<file path="config.mk">
export PLATFORM = sky130hd
export DESIGN_NAME = tree_lru_sel
export DESIGN_NICKNAME = d
export VERILOG_FILES = /design/src/rtl/tlru_pkg.sv /design/src/rtl/tlru_touch_upd.sv /design/src/rtl/tlru_victim_pick.sv /design/src/rtl/tlru_hist_store.sv /design/src/rtl/tree_lru_sel.sv
export SDC_FILE = /design/constraint.sdc
export NUM_CORES = 1
export LEC_CHECK = 0
export ABC_AREA = 1
export CORE_ASPECT_RATIO = 1.75
export CORE_MARGIN = 3
export CORE_UTILIZATION = 44
export DETAILED_ROUTE_END_ITERATION = 10
export DONT_BUFFER_PORTS = 1
export PLACE_DENSITY_LB_ADDON = 0.12
export SETUP_SLACK_MARGIN = 0.5
export SLEW_MARGIN = 10
export SYNTH_ARGS = -nofsm -noshare
export SYNTH_HDL_FRONTEND = slang
export SYNTH_SLANG_ARGS = --single-unit
export TNS_END_PERCENT = 1
</file>
<file path="constraint.sdc">
create_clock -name clk -period 2.7 [get_ports clk]
set_clock_uncertainty 0.1 [all_clocks]
set_input_delay 0.405 -clock clk [delete_from_list [all_inputs] [get_ports clk]]
set_output_delay 0.405 -clock clk [all_outputs]
set_load 0.02 [all_outputs]
</file>
<file path="src/rtl/tlru_pkg.sv">
// Package: shared types and per-way update masks for the tree-bit LRU selector.
// Assumes a fixed four-way organisation; bit i of a history word orders one pair of ways.
package tlru_pkg;
    localparam int HIST_W = 6;
    localparam int WAYS   = 4;
    localparam int WAY_W  = $clog2(WAYS);

    typedef logic [HIST_W-1:0] hist_t;
    typedef logic [WAY_W-1:0]  way_t;

    // Bits forced to 1 when a way becomes most recently used.
    localparam hist_t SET_MASK [WAYS] = '{6'b000000, 6'b100000, 6'b010100, 6'b001011};
    // Bits forced to 0 when a way becomes most recently used.
    localparam hist_t CLR_MASK [WAYS] = '{6'b111000, 6'b000110, 6'b000001, 6'b000000};
endpackage

</file>
<file path="src/rtl/tlru_touch_upd.sv">
// Module: computes the history word that results from touching one way.
// Assumes the touched way is always a legal index; purely combinational.
module tlru_touch_upd
    import tlru_pkg::*;
(
    input  hist_t cur_i,
    input  way_t  way_i,
    output hist_t nxt_i
);
    hist_t set_m;
    hist_t clr_m;

    // Select the per-way masks for the touched way.
    always_comb begin
        set_m = '0;
        clr_m = '0;
        for (int w = 0; w < WAYS; w++) begin
            if (way_i == way_t'(w)) begin
                set_m = SET_MASK[w];
                clr_m = CLR_MASK[w];
            end
        end
    end

    assign nxt_i = (cur_i & ~clr_m) | set_m;
endmodule

</file>
<file path="src/rtl/tlru_victim_pick.sv">
// Module: decides which way to evict from one history word.
// Assumes a four-way word; in two-way mode only ways 2 and 3 are candidates.
// An unmatched word falls back to way 0 so the output is always defined.
module tlru_victim_pick
    import tlru_pkg::*;
(
    input  hist_t h_i,
    input  logic  two_way_i,
    output way_t  victim_o
);
    // Ordered victim decision.
    always_comb begin
        if (two_way_i)
            victim_o = h_i[0] ? way_t'(2) : way_t'(3);
        else if (h_i[5] && h_i[4] && h_i[3])
            victim_o = way_t'(0);
        else if (!h_i[5] && h_i[2] && h_i[1])
            victim_o = way_t'(1);
        else if (!h_i[4] && !h_i[2] && h_i[0])
            victim_o = way_t'(2);
        else if (!h_i[3] && !h_i[1] && !h_i[0])
            victim_o = way_t'(3);
        else
            victim_o = way_t'(0);
    end
endmodule

</file>
<file path="src/rtl/tlru_hist_store.sv">
// Module: one history register per set, with one write port and two asynchronous read ports.
// Assumes clear and reset both zero every word; clear takes priority over a write.
module tlru_hist_store
    import tlru_pkg::*;
#(
    parameter int SETS  = 64,
    localparam int SET_W = $clog2(SETS)
) (
    input  logic             clk,
    input  logic             rst_n,
    input  logic             clear_i,
    input  logic             wr_en_i,
    input  logic [SET_W-1:0] wr_set_i,
    input  hist_t            wr_data_i,
    input  logic [SET_W-1:0] rd_a_set_i,
    output hist_t            rd_a_o,
    input  logic [SET_W-1:0] rd_b_set_i,
    output hist_t            rd_b_o
);
    hist_t words [SETS];

    for (genvar g = 0; g < SETS; g++) begin : g_set
        // Hold, clear or load the history word of set g.
        always_ff @(posedge clk) begin
            if (!rst_n || clear_i)
                words[g] <= '0;
            else if (wr_en_i && wr_set_i == SET_W'(g))
                words[g] <= wr_data_i;
        end
    end

    assign rd_a_o = words[rd_a_set_i];
    assign rd_b_o = words[rd_b_set_i];
endmodule

</file>
<file path="src/rtl/tree_lru_sel.sv">
// Module: top of the tree-bit LRU replacement selector.
// Touches update the named set's word at the next edge.
// Queries read the current word combinationally and return it with its victim way.
module tree_lru_sel
    import tlru_pkg::*;
#(
    parameter int SETS  = 64,
    localparam int SET_W = $clog2(SETS)
) (
    input  logic             clk,
    input  logic             rst_n,
    input  logic             clear_i,
    input  logic             touch_vld_i,
    input  logic [SET_W-1:0] touch_set_i,
    input  logic [1:0]       touch_way_i,
    input  logic [SET_W-1:0] query_set_i,
    input  logic             two_way_i,
    output logic [1:0]       victim_way_o,
    output logic [5:0]       hist_o
);
    hist_t touch_cur;
    hist_t touch_nxt;
    hist_t query_cur;
    way_t  victim;

    tlru_hist_store #(.SETS(SETS)) store_i (
        .clk        (clk),
        .rst_n      (rst_n),
        .clear_i    (clear_i),
        .wr_en_i    (touch_vld_i),
        .wr_set_i   (touch_set_i),
        .wr_data_i  (touch_nxt),
        .rd_a_set_i (touch_set_i),
        .rd_a_o     (touch_cur),
        .rd_b_set_i (query_set_i),
        .rd_b_o     (query_cur)
    );

    tlru_touch_upd upd_i (
        .cur_i (touch_cur),
        .way_i (way_t'(touch_way_i)),
        .nxt_i (touch_nxt)
    );

    tlru_victim_pick pick_i (
        .h_i       (query_cur),
        .two_way_i (two_way_i),
        .victim_o  (victim)
    );

    assign victim_way_o = 2'(victim);
    assign hist_o       = 6'(query_cur);
endmodule

</file>
After elaboration in Yosys (flattened, before gate mapping)
Memories as Yosys holds them, arrays and structs flattened.
Index checks and enable logic that the tools add are counted.
Storage, ports and cells
  RAM bits: 384
  memories kept: 1
  bits of input ports: 19
  output and inout bits: 8
  bits in registers: 0
Memories
  store_i.words: words 64, bits a word 6, read ports 2, clocked after memory_dff 0, write ports 64, RTL line tlru_hist_store.sv:20  | hist_t words [SETS];
Operators by class
  mux-type cells: 271
  equal/unequal tests: 66
  reductions and logical operators: 82
  bitwise operators: 67
Operator list (number)
  $mux W6: 71
  $mux W1: 195
  $eq A6 B6 Y1 const B: 32
  $eq A6 B5 Y1 const B: 16
  $logic_and A1 B1 Y1: 72
  $or A1 B1 Y1: 64
  $eq A6 B4 Y1 const B: 8
  $eq A6 B3 Y1 const B: 4
  $eq A6 B2 Y1 const B: 2
  $mux W2: 5
  $logic_not A1 Y1: 7
  $and A6 B6 Y6: 1
  $eq A6 B1 Y1 const B: 1
  $logic_not A6 Y1: 1
  $not A6 Y6: 1
  $or A6 B6 Y6: 1
  $eq A2 B2 Y1 const B: 2
  $eq A2 B1 Y1 const B: 1
  $logic_not A2 Y1: 1
  $logic_or A1 B1 Y1: 1

Logic depth before layout (Yosys ltp)
  depth in word-level cells: 9
  depth in mapped cells: 16
  mapped depth without buffers: 14

By module
A second synthesis with hierarchy kept.
Second synthesis, totals
  cell total of the unflattened synthesis: 2882
  area total of the unflattened synthesis: 22258.8 µm²
By module, submodules not included
  tlru_hist_store: area an instance 22135.0 µm², instances 1, cells an instance 2850
  tlru_touch_upd: area an instance 68.8 µm², instances 1, cells an instance 18
  tlru_victim_pick: area an instance 55.1 µm², instances 1, cells an instance 14

Worst setup path before layout
Ideal clock, no wire load.
  kind: input to output
  start: in query_set_i[1]
  end: out victim_way_o[1]
  cell stages on the path: 14
  arrival: 2.057 ns
  path buffers: 3
  slack: 0.138 ns
  required time: 2.195 ns
  cells stage by stage: buf_2 -> clkinv_1 -> buf_2 -> buf_1 -> nand3_1 -> nand3_1 -> nand2_1 -> nand2_1 -> nand2_1 -> o211ai_1 -> nand2_1 -> nor2_1 -> nand2_1 -> nand3_1
On the way
  elaborated cells on any way between the ends: 20
  those cells by class: 5 x mux; 14 x reduce/logical; 1 x memory
RTL lines
  start: declaration: RTL line tree_lru_sel.sv:16  | input logic [SET_W-1:0] query_set_i,
  $mem_v2 Z64 W6 (*)
  net hist_o[4]: RTL line tree_lru_sel.sv:19  | output logic [5:0] hist_o
  $logic_not A1 Y1: RTL line tlru_victim_pick.sv:19  | else if (!h_i[4] && !h_i[2] && h_i[0])
  $logic_and A1 B1 Y1 (2 in a row): RTL line tlru_victim_pick.sv:19
  $mux W2: RTL line tlru_victim_pick.sv:19
  $mux W2: RTL line tlru_victim_pick.sv:17  | else if (!h_i[5] && h_i[2] && h_i[1])
  $mux W2 (*): RTL line tlru_victim_pick.sv:15  | else if (h_i[5] && h_i[4] && h_i[3])
  $mux W2 (*): RTL line tlru_victim_pick.sv:13  | if (two_way_i)
  end: declaration: RTL line tree_lru_sel.sv:18  | output logic [1:0] victim_way_o,
The timed path passes the listed nets; every way through them passes the cells marked *.

Worst setup path after layout
  start: in query_set_i[0]
  end: out victim_way_o[0]
On the way
  cells in the longest elaborated chain, start to end: 9
  elaborated cells on any way between the ends: 21
  those cells by class: 6 x mux; 14 x reduce/logical; 1 x memory
Ends and longest elaborated chain
  $mem_v2 Z64 W6 (*)
  $logic_not A1 Y1: RTL line tlru_victim_pick.sv:21  | else if (!h_i[3] && !h_i[1] && !h_i[0])
  $logic_and A1 B1 Y1 (2 in a row): RTL line tlru_victim_pick.sv:21
  $mux W2: RTL line tlru_victim_pick.sv:21
  $mux W2: RTL line tlru_victim_pick.sv:19
  $mux W2: RTL line tlru_victim_pick.sv:17
  $mux W2: RTL line tlru_victim_pick.sv:15
  $mux W2 (*): RTL line tlru_victim_pick.sv:13
Mark *: on every way between the ends. The rest lies on a longest branch, timed or not.

==> impl_metrics.toml <==
[cts]
clkLatencyLatePin_ns = 0.55
cts_buffer_depth = 3
cts_root_buf = "clkbuf_16"
cts_made_buffers = 37
cts_tree = "done"
cts.htree.levels = 2
path_clk_slew_ns = 0.06
ctsHoldBuffers = 0
clock_sinks = 384

[layout]
top_regs = "store_i.words x384"
largest_reg_flops = 384
antennaDiodeCount = 0
regMostFlops = "store_i.words"
fin_nets = 2509
final_cell_area_um2 = 24500
layout-drive-gt1-share_pct = 15.3
area_growth_syn_to_layout_pct = 16.6

[sta]
setup-violations-final = 1
fin_crit_ns = 2.70
max_freq_ghz = 0.370
tightestPinTransition_ns = 0.661
hold_viol = 0
setup_slack_ns = -0.00210
rsz0062_at_grt = "yes"
fin_crit_sh_pct = 100
slew_headroom_pct = 55.9
final_max_slew_viol_count = 0

[power_and_ir_drop]
ir_drop_v = 0.000501
p_seq_share_pct = 49.2
pwr-share-clk_pct = 35.8
comb_power_share_pct = 15.0
switching_power_w = 0.00386
switching_share_pct = 27.4
p_leak_nw = 9.42
p_int_w = 0.0102
p_per_area_nw_per_um2 = 575

[floorplanning]
boundaryPins = 27
dieWidth_um = 171
die_h_um = 295
dieArea_um2 = 50500
core_um2 = 47000
num_rows = 105
start_util_pct = 44.7

[logic_synthesis]
synth_nets = 2444
synth_top_area_cell = "edfxtp_1"
synthCells = 2425
ys_top_cells_by_count = "643 x nand2_1, 429 x nor2_1, 390 x nand3_1"
ys_ff_latch = 384
synth.most_common_cell = "nand2_1"
async_flop_share_pct = 0
ys_warn_count = 0
avgSynthCellArea_um2 = 8.67
synth_top_area_share_pct = 54.9
yosys.cell_types.count = 28
synth_area_leaders = "edfxtp_1 55%, nand2_1 11%, nand3_1 9.3%, nor2_1 7.7%, a22oi_1 6.9%"
ys_seq_area_share_pct = 54.9
synth_edf_count = 384
synthFlopType = "edfxtp_1"
netlist_area_um2 = 21000

[setup_path]
cp.required_ns = 2.19
crit_path_start = "query_set_i[0]"
crit_arrival_ns = 2.20
r2r-start = "store_i.words[9][2]$_SDFFCE_PN0P_"
critPathKind = "in2out"
worstSetupEndpointType = "output pin"
worstPathMaxFanout = 193
cp-start-kind = "primary input"

[global_route]
grt_max_degree = 194
grt_remaining_overflow = 0
grt_pass1_wl_um = 121000
grt_pass1_vias = 18997
grt.total_usage_pct = 32.6
antenna_found_initial = 0

[detailed_routing]
first_pass_iters = 8
drt_iter0_drc = 2500
wl_per_cell_um = 26.9
viasPerCell = 6.25
vias = 19399
antenna_left = 0
route.detailed.drc = 0
wl_um = 83500

[place]
gp_congestion = 1.04
post-dp-hpwl_um = 55800
pre_cts_ws_ns = -0.144
portBuffers = 0
place_area_um2 = 22600

[outcome]
violations = "negative setup slack"
outcome = "complete, but fails checks"

[hold_path]
worstHoldPathType = "in2reg"
min-delay-start = "touch_way_i[0]"

[run]
maxCapViolations = 0
## critical path: stages
cell	delay (ns)
inv_8	0.24
bufbuf_16	0.38
nand2_1	0.07
nand3_1	0.07
nand3_1	0.07
nand2_1	0.10
nand2_1	0.11
nand3_1	0.10
nand3_1	0.12
nand2_4	0.11
nand3_1	0.08
nand2_1	0.06
nand2_1	0.06
nand2_2	0.13
## power by group through the flow
stage | clock network [W] | logic [W] | registers (W)
finish | 0.00505 | 0.00211 | 0.00693
global route | 0.00530 | 0.00221 | 0.00695
CTS | 0.00509 | 0.00200 | 0.00693
detailed placement | 0 | 0.00192 | 0.00706
global placement | 0 | 0.00190 | 0.00704
floorplan | 0 | 0.00123 | 0.00701
## through the flow
step / util, % / TNS, ns / power (W) / hold WS, ns / instances
after floorplan: - / 0 / 0.00824 / 0.716 / 2425
after global placement: 48.0 / -9.02 / 0.00895 / 0.860 / 3012
after detailed placement: 48.0 / -16.58 / 0.00897 / 0.860 / 3012
after CTS: 51.3 / 0 / 0.0140 / 0.327 / 3089
after global routing: 52.1 / -0.0439 / 0.0145 / 0.353 / 3103
final: 52.1 / -0.00210 / 0.0141 / 0.337 / 3103
## worst paths after layout
path                                                            to  slack [ns]  depth (start not counted)
worst max-delay path                               victim_way_o[0]      -0.002                         14
worst min-delay path            store_i.words[38][0]$_SDFFCE_PN0P_        0.34                          5
worst max register to register  store_i.words[58][2]$_SDFFCE_PN0P_        0.21                         10
worst min register to register   store_i.words[2][1]$_SDFFCE_PN0P_        1.15                          9
## what timing repair did
| item | 4_1_cts | 5_1_grt |
|---|---|---|
| cloned | 1 | 1 |
| endpoints found under the setup margin | 341 | 422 |
| hold endpoints to repair | 0 | 0 |
| pin swaps | 31 | 56 |
| gates resized for setup | 60 | 63 |
| setup buffers | 12 | 13 |
## layer usage
layer	GRT usage [%]	share of wire (%)	vias to the layer above
met5	0	0	-
li1	-	-	8526
met4	22.9	8.5	0
met1	37.1	34	9408
met2	55.7	49	1130
met3	4.98	8.3	335
## placed cells by master, fill, tap and decap left out, types with 2 or more instances in the layout
cell type     n
inv_1        43
inv_2         3
nand3_1     332
buf_12       33
nor2_4        5
nor2_2        4
a21oi_1      38
nand2_1     605
or2_0         6
edfxtp_1    384
buf_16        2
a22oi_2       3
nand2_2      34
clkinvlp_4    3
or2_1         5
nand2_4      11
clkinv_2      7
nand3_2      46
a22oi_1     189
nand4_1      10
nand3_4      12
o21ai_0      64
nor2_1      426
buf_4       170
clkbuf_1     10
o21ai_1       7
clkinv_1      7
clkbuf_16    40
buf_6         3
## cell type report
type,count,area [µm²]
clock buffer,49,1010
clock inverter,15,106
fill,4378,22500
inverter,52,209
multi-input combinational,1805,8820
sequential,384,11500
tap,588,736
timing repair buffer,210,2080
## cells by family (layout without fill, tap and decap cells)
logic type,count (synthesis),after routing,share of synthesized area [%]
buffers and inverters,236,326,5.85
AOI/OAI and AO/OA,306,306,9.60
and+or+nand+nor,1499,1499,29.7
DFF,384,384,54.9
(Power assumes the default switching activity.)
